## config.mk

```make
export PLATFORM = sky130hd
export DESIGN_NAME = sdram_refresh_sched
export DESIGN_NICKNAME = d
export VERILOG_FILES = /design/src/rtl/sdram_refsched_pkg.sv /design/src/rtl/refsched_timer.sv /design/src/rtl/refsched_debt.sv /design/src/rtl/refsched_seq.sv /design/src/rtl/sdram_refresh_sched.sv
export SDC_FILE = /design/constraint.sdc
export NUM_CORES = 1
export LEC_CHECK = 0
export BUFFER_PORTS_ARGS = -buffer_cell sky130_fd_sc_hd__buf_2
export CORE_MARGIN = 5
export CORE_UTILIZATION = 55
export DETAILED_ROUTE_END_ITERATION = 8
export PLACE_DENSITY = 0.79
export SLEW_MARGIN = 25
export SYNTH_ARGS = -nofsm -noshare
export SYNTH_HDL_FRONTEND = slang
export SYNTH_SLANG_ARGS = --single-unit
```

## constraint.sdc

```tcl
create_clock -name clk -period 7.76 [get_ports clk]
set_input_delay 0.388 -clock clk [delete_from_list [all_inputs] [get_ports clk]]
set_output_delay 0.388 -clock clk [all_outputs]
set_load 0.02 [all_outputs]
```

## src/rtl/sdram_refsched_pkg.sv

```systemverilog
package sdram_refsched_pkg;

   typedef struct packed {
      logic cs_n;
      logic ras_n;
      logic cas_n;
      logic we_n;
   } sd_cmd_t;

   localparam sd_cmd_t CMD_NOP = 4'b0111;
   localparam sd_cmd_t CMD_PRE = 4'b0010;
   localparam sd_cmd_t CMD_REF = 4'b0001;
   localparam sd_cmd_t CMD_MRS = 4'b0000;

   typedef enum logic [4:0] {
      S_PWR_WAIT, S_PWR_PRE, S_PWR_RP, S_PWR_REF1, S_PWR_RFC1,
      S_PWR_REF2, S_PWR_RFC2, S_PWR_MRS, S_PWR_MRD,
      S_IDLE, S_PRE, S_RP, S_REF, S_RFC,
      S_SR_IN, S_SR_HOLD, S_SR_OUT
   } seq_state_e;

   function automatic int imax(input int a, input int b);
      return (a > b) ? a : b;
   endfunction

endpackage

```

## src/rtl/refsched_timer.sv

```systemverilog
module refsched_timer #(
   parameter int INTERVAL = 2234
) (
   input  logic clk,
   input  logic rst_n,
   output logic tick
);
   localparam int INT_W = (INTERVAL > 2) ? $clog2(INTERVAL) : 1;

   generate
      if (INTERVAL < 2) begin : g_every
         assign tick = 1'b1;
      end else begin : g_count
         logic [INT_W-1:0] cnt_q;
         always_ff @(posedge clk) begin
            if (!rst_n || cnt_q == '0) cnt_q <= INT_W'(INTERVAL - 1);
            else                       cnt_q <= cnt_q - 1'b1;
         end
         assign tick = (cnt_q == '0);


         tick_gap_chk: assert property (@(posedge clk) disable iff (!rst_n)
            tick |=> !tick);
      end
   endgenerate
endmodule

```

## src/rtl/refsched_debt.sv

```systemverilog
module refsched_debt #(
   parameter int MAX_DEBT = 8,
   parameter int W        = 4
) (
   input  logic         clk,
   input  logic         rst_n,
   input  logic         inc,
   input  logic         dec,
   input  logic         clr,
   output logic [W-1:0] debt,
   output logic         nz,
   output logic         full
);
   always_ff @(posedge clk) begin
      if (!rst_n || clr) debt <= '0;
      else if (inc && !dec && !full) debt <= debt + 1'b1;
      else if (dec && !inc && nz)    debt <= debt - 1'b1;
   end

   assign nz   = (debt != '0);
   assign full = (debt == W'(MAX_DEBT));


   debt_cap_chk: assert property (@(posedge clk) disable iff (!rst_n)
      debt <= W'(MAX_DEBT));


   debt_step_chk: assert property (@(posedge clk) disable iff (!rst_n)
      (debt != $past(debt)) |->
         (debt == $past(debt) + 1'b1 || debt + 1'b1 == $past(debt) || debt == '0));
endmodule

```

## src/rtl/refsched_seq.sv

```systemverilog
module refsched_seq
   import sdram_refsched_pkg::*;
#(
   parameter int T_INIT_CYC = 28600,
   parameter int T_RP_CYC   = 3,
   parameter int T_RFC_CYC  = 9,
   parameter int T_MRD_CYC  = 2,
   parameter int ADDR_W     = 12,
   parameter int A10_BIT    = 10,
   parameter logic [ADDR_W-1:0] MODE_WORD = '0
) (
   input  logic              clk,
   input  logic              rst_n,
   input  logic              eng_idle,
   input  logic              sr_req,
   input  logic              debt_nz,
   input  logic              debt_full,
   output sd_cmd_t           cmd,
   output logic [ADDR_W-1:0] cmd_addr,
   output logic              cke,
   output logic              busy,
   output logic              accrue_en,
   output logic              ref_issue,
   output logic              debt_clr
);
   localparam int CNT_MAX = imax(imax(T_INIT_CYC, T_RFC_CYC), imax(T_RP_CYC, T_MRD_CYC));
   localparam int CNT_W   = $clog2(CNT_MAX + 1);

   seq_state_e       st, nxt;
   logic [CNT_W-1:0] cnt_q, ld_val;
   logic             ld, cnt_done;

   assign cnt_done = (cnt_q == '0);

   always_comb begin
      nxt    = st;
      ld     = 1'b0;
      ld_val = '0;
      case (st)
         S_PWR_WAIT: if (cnt_done) nxt = S_PWR_PRE;
         S_PWR_PRE:  begin nxt = S_PWR_RP;   ld = 1'b1; ld_val = CNT_W'(T_RP_CYC - 2);  end
         S_PWR_RP:   if (cnt_done) nxt = S_PWR_REF1;
         S_PWR_REF1: begin nxt = S_PWR_RFC1; ld = 1'b1; ld_val = CNT_W'(T_RFC_CYC - 2); end
         S_PWR_RFC1: if (cnt_done) nxt = S_PWR_REF2;
         S_PWR_REF2: begin nxt = S_PWR_RFC2; ld = 1'b1; ld_val = CNT_W'(T_RFC_CYC - 2); end
         S_PWR_RFC2: if (cnt_done) nxt = S_PWR_MRS;
         S_PWR_MRS:  begin nxt = S_PWR_MRD;  ld = 1'b1; ld_val = CNT_W'(T_MRD_CYC - 2); end
         S_PWR_MRD:  if (cnt_done) nxt = S_IDLE;
         S_IDLE:     if ((sr_req || debt_nz) && eng_idle) nxt = S_PRE;
         S_PRE:      begin nxt = S_RP; ld = 1'b1; ld_val = CNT_W'(T_RP_CYC - 2); end
         S_REF:      begin nxt = S_RFC; ld = 1'b1; ld_val = CNT_W'(T_RFC_CYC - 2); end
         S_RP, S_RFC: if (cnt_done) begin
            if (sr_req)       nxt = S_SR_IN;
            else if (debt_nz) nxt = S_REF;
            else              nxt = S_IDLE;
         end
         S_SR_IN:    nxt = S_SR_HOLD;
         S_SR_HOLD:  if (!sr_req) begin
            nxt = S_SR_OUT; ld = 1'b1; ld_val = CNT_W'(T_RFC_CYC - 1);
         end
         S_SR_OUT:   if (cnt_done) nxt = S_IDLE;
         default:    nxt = S_IDLE;
      endcase
   end

   always_ff @(posedge clk) begin
      if (!rst_n) begin
         st    <= S_PWR_WAIT;
         cnt_q <= CNT_W'(T_INIT_CYC - 1);
      end else begin
         st <= nxt;
         if (ld)            cnt_q <= ld_val;
         else if (!cnt_done) cnt_q <= cnt_q - 1'b1;
      end
   end

   always_comb begin
      cmd      = CMD_NOP;
      cmd_addr = '0;
      case (st)
         S_PWR_PRE, S_PRE: begin cmd = CMD_PRE; cmd_addr[A10_BIT] = 1'b1; end
         S_PWR_REF1, S_PWR_REF2, S_REF, S_SR_IN: cmd = CMD_REF;
         S_PWR_MRS: begin cmd = CMD_MRS; cmd_addr = MODE_WORD; end
         default: ;
      endcase
   end

   assign cke       = !(st == S_SR_IN || st == S_SR_HOLD);
   assign busy      = (st != S_IDLE) || debt_full;
   assign ref_issue = (st == S_REF);
   assign debt_clr  = (st == S_SR_IN) || (st == S_PWR_MRS);
   assign accrue_en = (st >= S_IDLE) && (st <= S_RFC);


   grant_idle_chk: assert property (@(posedge clk) disable iff (!rst_n)
      ($rose(busy) && !debt_full) |-> $past(eng_idle));
endmodule

```

## src/rtl/sdram_refresh_sched.sv

```systemverilog
module sdram_refresh_sched
   import sdram_refsched_pkg::*;
#(
   parameter int CLK_MHZ      = 143,
   parameter int REF_INTERVAL = CLK_MHZ * 15625 / 1000,
   parameter int T_INIT_CYC   = CLK_MHZ * 200,
   parameter int T_RP_CYC     = 3,
   parameter int T_RFC_CYC    = 9,
   parameter int T_MRD_CYC    = 2,
   parameter int MAX_DEBT     = 8,
   parameter int ADDR_W       = 12,
   parameter logic [ADDR_W-1:0] MODE_WORD = 12'h032,
   localparam int DEBT_W      = $clog2(MAX_DEBT + 1)
) (
   input  logic              clk,
   input  logic              rst_n,
   input  logic              eng_idle,
   input  logic              sr_req,
   output logic              sd_cke,
   output logic              sd_cs_n,
   output logic              sd_ras_n,
   output logic              sd_cas_n,
   output logic              sd_we_n,
   output logic [ADDR_W-1:0] sd_addr,
   output logic              busy,
   output logic [DEBT_W-1:0] ref_pending
);
   localparam int A10_BIT = 10;

   generate
      if (T_RP_CYC < 2 || T_RFC_CYC < 2 || T_MRD_CYC < 2) begin : g_bad_timing
         $error("command spacings must be at least two cycles");
      end
      if (ADDR_W <= A10_BIT) begin : g_bad_addr
         $error("address bus too narrow for the all-banks flag");
      end
      if (MAX_DEBT < 1 || T_INIT_CYC < 1 || REF_INTERVAL < 1) begin : g_bad_count
         $error("debt limit, power-up wait and interval must be positive");
      end
   endgenerate

   sd_cmd_t cmd;
   logic    tick, accrue_en, ref_issue, debt_clr, debt_nz, debt_full;

   refsched_timer #(.INTERVAL(REF_INTERVAL)) u_timer (
      .clk(clk), .rst_n(rst_n), .tick(tick));

   refsched_debt #(.MAX_DEBT(MAX_DEBT), .W(DEBT_W)) u_debt (
      .clk(clk), .rst_n(rst_n), .inc(tick && accrue_en), .dec(ref_issue),
      .clr(debt_clr), .debt(ref_pending), .nz(debt_nz), .full(debt_full));

   refsched_seq #(
      .T_INIT_CYC(T_INIT_CYC), .T_RP_CYC(T_RP_CYC), .T_RFC_CYC(T_RFC_CYC),
      .T_MRD_CYC(T_MRD_CYC), .ADDR_W(ADDR_W), .A10_BIT(A10_BIT), .MODE_WORD(MODE_WORD)
   ) u_seq (
      .clk(clk), .rst_n(rst_n), .eng_idle(eng_idle), .sr_req(sr_req),
      .debt_nz(debt_nz), .debt_full(debt_full), .cmd(cmd), .cmd_addr(sd_addr),
      .cke(sd_cke), .busy(busy), .accrue_en(accrue_en), .ref_issue(ref_issue),
      .debt_clr(debt_clr));

   assign sd_cs_n  = cmd.cs_n;
   assign sd_ras_n = cmd.ras_n;
   assign sd_cas_n = cmd.cas_n;
   assign sd_we_n  = cmd.we_n;

   logic pin_ref, pin_pre, pin_nop;
   assign pin_ref = ({sd_cs_n, sd_ras_n, sd_cas_n, sd_we_n} == 4'b0001);
   assign pin_pre = ({sd_cs_n, sd_ras_n, sd_cas_n, sd_we_n} == 4'b0010);
   assign pin_nop = ({sd_cs_n, sd_ras_n, sd_cas_n, sd_we_n} == 4'b0111);


   ref_gap_chk: assert property (@(posedge clk) disable iff (!rst_n)
      (pin_ref && sd_cke) |=> pin_nop);


   pre_all_chk: assert property (@(posedge clk) disable iff (!rst_n)
      pin_pre |-> sd_addr[A10_BIT]);


   cke_fall_chk: assert property (@(posedge clk) disable iff (!rst_n)
      $fell(sd_cke) |-> pin_ref);


   auto_ref_cke_chk: assert property (@(posedge clk) disable iff (!rst_n)
      (pin_ref && sd_cke) |-> $past(sd_cke));


   full_busy_chk: assert property (@(posedge clk) disable iff (!rst_n)
      (ref_pending == DEBT_W'(MAX_DEBT)) |-> busy);
endmodule

```

* After elaboration in Yosys (flattened, before gate mapping) *
Cells that the tools add are included.

operators by class
  add/sub/neg operators = 4
  multiply operators = 0
  div/mod/pow operators = 0
  magnitude comparators = 2
  eq/ne operators = 27
  shifts and indexed selects = 0
  muxes and demuxes = 22
  bitwise logic cells = 0
  reduce and logical (&&, ||, !) cells = 30

operators by type and width
  cell                     count
  $pmux W5 S15             1
  $mux W5                  9
  $pmux W15 S3             1
  $eq A5 B4 Y1 const B     8
  $mux W15                 2
  $eq A5 B3 Y1 const B     4
  $ne A2 B1 Y1 const B     8
  $logic_not A15 Y1        1
  $sub A15 B1 Y15 const B  1
  $logic_not A12 Y1        1
  $mux W4                  3
  $sub A12 B1 Y12 const B  1
  $eq A5 B2 Y1 const B     2
  $pmux W3 S3              1
  $reduce_and A8 Y1        1
  $logic_and A1 B1 Y1      7
  $logic_or A1 B1 Y1       6
  $mux W6                  1
  $reduce_or A2 Y1         3
  $reduce_or A6 Y1         1
  $eq A5 B1 Y1 const B     1
  $eq A5 B5 Y1 const B     1
  $ge A5 B4 Y1 const B     1
  $le A5 B4 Y1 const B     1
  other kinds (14)         19

storage, ports and cells
  register bits = 36
  latch bits = 0
  bits in writable memories = 0
  ROM bits = 0
  input port bits = 4
  output and inout port bits = 22
  word-level logic and storage cells = 89
  memories = 0

* Longest topological paths before layout *
  depth in word-level cells = 8
  depth in mapped cells = 11
  depth with buffers taken out = 11

* Modules after synthesis *
A second synthesis with hierarchy kept.

second synthesis, totals
  cells, all modules = 299
  area total of the unflattened synthesis = 2447.3 sq um

modules (own cells, without submodules)
  module               instances  cells each  area each (sq um)  seq. area each (sq um)
  refsched_seq         1          194         1500.2             400.4
  refsched_timer       1          73          646.9              240.2
  refsched_debt        1          31          294.0              80.1
  sdram_refresh_sched  1          1           6.3                0.0

* Least setup slack after synthesis *
OpenSTA, ideal clock, no wires.

  kind = register -> register
  start point = register u_timer.g_count.cnt_q[0]
  end point = register u_debt.debt[3]
  library setup time = 0.070 ns
  arrival = 2.709 ns
  data required time = 7.690 ns
  setup slack = 4.981 ns
  cell stages (with the launch flop) = 12
  buffers on the path = 0
  clock period less this slack = 2.779 ns
  path through = dfxtp_1 -> inv_1 -> ha_1 -> nor3b_1 -> nand4_1 -> nand2b_1 -> ha_1 -> a21o_1 -> a21oi_1 -> nor4_1 -> a311o_1 -> a21oi_1

on the way
  word-level cells in the longest chain between the ends = 6
  elaborated cells on any way between the ends = 9
  classes of those cells = mux (1); reduce/logical (8)

ends and longest elaborated chain
  item                               RTL line                   text
  start, declared                    refsched_timer.sv:14       logic [INT_W-1:0] cnt_q;
  start signal, assigned             refsched_timer.sv:16       if (!rst_n || cnt_q == '0) cnt_q <= INT_W'(INTERVAL - 1);
  start signal, assigned             refsched_timer.sv:17       else cnt_q <= cnt_q - 1'b1;
  $logic_not A12 Y1 (*)              refsched_timer.sv:19       assign tick = (cnt_q == '0);
  $logic_and A1 B1 Y1 (*)            sdram_refresh_sched.sv:49  .clk(clk), .rst_n(rst_n), .inc(tick && accrue_en), .dec(ref_issue),
  $logic_not A1 Y1                   refsched_debt.sv:17        else if (dec && !inc && nz) debt <= debt - 1'b1;
  $logic_and A1 B1 Y1 (2 in series)  refsched_debt.sv:17
  $reduce_bool A2 Y1 (no line)       n/a
  end signal, assigned               refsched_debt.sv:16        else if (inc && !dec && !full) debt <= debt + 1'b1;
  end signal, assigned               refsched_debt.sv:17
  end, declared                      refsched_debt.sv:10        output logic [W-1:0] debt,

Mark *: on every way between the ends. The rest lies on a longest branch, timed or not.
A chain may end at the register's enable or synchronous reset.

* Worst setup path after layout *
Same ends and word-level chain as after synthesis.

==> impl_metrics.tcl <==
set metrics [dict create \
    status "complete, no violations" \
    die-area_mm2 0.00548 \
    clock_skew_ns 0.00985 \
    post_cts_buffers 0 \
    setup_slack_ns 4.61 \
    cts_sinks 36 \
    layout.nets 291 \
    synthArstFlopShare_pct 0 \
    drive_above_1_share_pct 13.8 \
    worstPathMaxFanout 8 \
    p_int_uw 291 \
    synth_top_area_share_pct 31.9 \
    vias_per_cell 5.90 \
    hp-class "register to register" \
    setup_viol 0 \
    syn_inst 278 \
    clk_latency_ns 0.29 \
    tightest_slew_ns 0.697 \
    grt_pass1_vias 1858 \
    num_antenna_cells 0 \
    swShare_pct 23.3 \
    peakVddDrop_mv 0.0782 \
    required_ns 7.99 \
    finalCritPeriodShare_pct 40.6 \
    synth_edf_count 0 \
    holdPathStages 1 \
    seqPwrFrac_pct 50.6 \
    worstSetupStartpointType "register" \
    area_growth_pct 6.43 \
    ant_nets 0 \
    hold_viol 0 \
    pwr-share-clk_pct 43.8 \
    power_density_mw_per_mm2 158 \
    antenna_found_initial 0 \
    cts_max_path_buffers 2 \
    ys_ff_latch 36 \
    synth-xor-area-share_pct 8.15 \
    initial_utilization_pct 56.4 \
    relSlewSlack_pct 53.5 \
    cts_root_buf "clkbuf_8" \
    synth-simple-area-share_pct 26.6 \
    gp_congestion 0.850 \
    fmax_mhz 317 \
    syn_area_mm2 0.00226 \
    grt.overflow.total 0 \
    syn_avg_cell_area_um2 8.11 \
    core_mm2 0.00400 \
    synth_compound_area_share_pct 19.7 \
    cts_hold_buf 0 \
    p_switching_uw 88.7 \
    drv_slew 0 \
    grt_setup_unrepaired "no" \
    synth_commonest_cells "dfxtp_1 (36), nor2_1 (28), nand2_1 (19)" \
    die_h_um 74.0 \
    yosys-top-cells-area "dfxtp_1 (32%), xnor2_1 (6.2%), nor2_1 (4.7%)" \
    pre_cts_slack_ns 4.58 \
    cts_buffers 5 \
    synth_mux_area_share_pct 2.66 \
    cts_tree "built" \
    ys.warnings.count 0 \
    post-route-drc-count 0 \
    io_buffers 16 \
    grt.total_usage_pct 18.1 \
    nFillCells 355 \
    wl_per_cell_um 13.5 \
    fp-row-count 23 \
    io_pins 26 \
    final_util_pct 60.0 \
    grt_pass1_wl_um 7960 \
    drt-total-wl_um 4500 \
    critPathCaptureType "register" \
    p_comb_share_pct 5.6 \
    post_cts_resize_count 0 \
    drt_iter0_markers 141 \
    synth_top_family_by_area "simple AND/OR/NAND/NOR gates" \
    grt_start_max_net_pins 24 \
    clk_pin_slew_ns 0.08 \
    reg2reg_depth 11 \
    first_pass_iters 4 \
    cts.htree.levels 2 \
    synth-main-ff-cell "dfxtp_1" \
    finalSetupTns_ns 0 \
    period_needed_ns 3.15 \
    place_hpwl_um 3120 \
    power.leakage_nw 0.868 \
    synth_top_cell_by_area "dfxtp_1" \
    ys_seq_area_share_pct 31.9 \
    drv_cap 0 \
    postPlaceCellArea_mm2 0.00229 \
    cp.arrival_ns 3.38 \
    crit_type "register to register" \
    die_w_um 74.0 \
    synth_most_common_cell "dfxtp_1" \
    num_vias 1966 \
    design_area_mm2 0.00240 \
    synth_cell_type_count 56 \
    synth_fa_ha_area_share_pct 3.11 \
]
through the flow:
| stage | hold WS [ns] | cells | power [mW] |
|---|---|---|---|
| 2_1_floorplan | 0.379 | 286 | 0.217 |
| 3_3_place_gp | 0.390 | 325 | 0.217 |
| 3_5_place_dp | 0.394 | 325 | 0.218 |
| 4_1_cts | 0.413 | 333 | 0.382 |
| 5_1_grt | 0.441 | 333 | 0.394 |
| 6_report | 0.416 | 333 | 0.380 |
area by class of cell:
type / instances / area [um^2] / area share, %
multi-input combinational: 215 / 1400 / 58.2
sequential: 36 / 721 / 30.0
timing repair buffer: 16 / 80.1 / 3.34
clock buffer: 5 / 68.8 / 2.87
tap: 50 / 62.6 / 2.61
clock inverter: 3 / 42.5 / 1.77
inverter: 8 / 30.0 / 1.25
logic make-up after synthesis:
| group | Yosys count |
|---|---|
| adder cells (fa/ha/maj) | 5 |
| flip-flops | 36 |
| XOR/XNOR | 21 |
| multiplexers | 6 |
| AND/OR/NAND/NOR | 110 |
| buffers and inverters | 35 |
| AO/OA/AOI/OAI | 64 |
| other | 1 |
state kept, by name (all words and copies together), names as in the netlist:
register	flops
u_timer.g_count.cnt_q	12
u_seq.cnt_q	15
u_seq.st	5
u_debt.debt	4
path summary, 6_finish.rpt:
| path | slack (ns) | from | endpoint |
|---|---|---|---|
| max | 4.61 | u_timer.g_count.cnt_q[0] | u_debt.debt[3] |
| min | 0.42 | u_timer.g_count.cnt_q[0] | u_timer.g_count.cnt_q[0] |
| max reg2reg | 4.61 | u_timer.g_count.cnt_q[0] | u_debt.debt[3] |
| min reg2reg | 0.42 | u_timer.g_count.cnt_q[0] | u_timer.g_count.cnt_q[0] |
critical path, stage by stage, from the launching register on:
cell,delay (ns)
dfxtp_1,0.33
inv_1,0.06
ha_1,0.16
nor3b_1,0.52
nand4_1,0.40
nand2b_1,0.32
ha_1,0.31
a21o_1,0.17
a21oi_1,0.27
nor4_1,0.08
a311o_1,0.33
a21oi_1,0.13
layer usage:
metal	track usage [%]	part of all wire [%]
met1	22.9	46
met2	29.6	48
met3	4.19	4.4
met4	7.24	1.6
met5	0	0
power by group through the flow:
stage	Sequential, mW	Combinational, mW	Clock (mW)
2_1_floorplan	0.196	0.0210	0
3_3_place_gp	0.196	0.0210	0
3_5_place_dp	0.196	0.0211	0
4_1_cts	0.192	0.0212	0.169
5_1_grt	0.193	0.0244	0.177
6_report	0.192	0.0211	0.166
placed cells by master (no fill, tap or decap), types with 2 or more instances in the layout:
| cell | n |
|---|---|
| nand2_1 | 19 |
| mux2i_1 | 6 |
| or3_1 | 2 |
| nor3_1 | 12 |
| or4_4 | 2 |
| or2_2 | 3 |
| ha_1 | 4 |
| dfxtp_1 | 36 |
| o32ai_1 | 3 |
| o31a_1 | 2 |
| buf_2 | 16 |
| o31ai_1 | 6 |
| xnor2_1 | 16 |
| o311ai_0 | 2 |
| nand2b_1 | 6 |
| nor3b_1 | 4 |
| nor2_1 | 28 |
| a31oi_1 | 5 |
| nor2b_1 | 5 |
| a21oi_1 | 8 |
| conb_1 | 9 |
| o41ai_1 | 2 |
| clkbuf_8 | 5 |
| nand3b_1 | 2 |
| nand3_1 | 6 |
| or4_1 | 5 |
| nor4_1 | 6 |
| o21ai_0 | 17 |
| a21o_1 | 4 |
| nand4_1 | 2 |
| xor2_1 | 5 |
| inv_1 | 8 |
No activity file was read; power rests on OpenSTA's default activity.
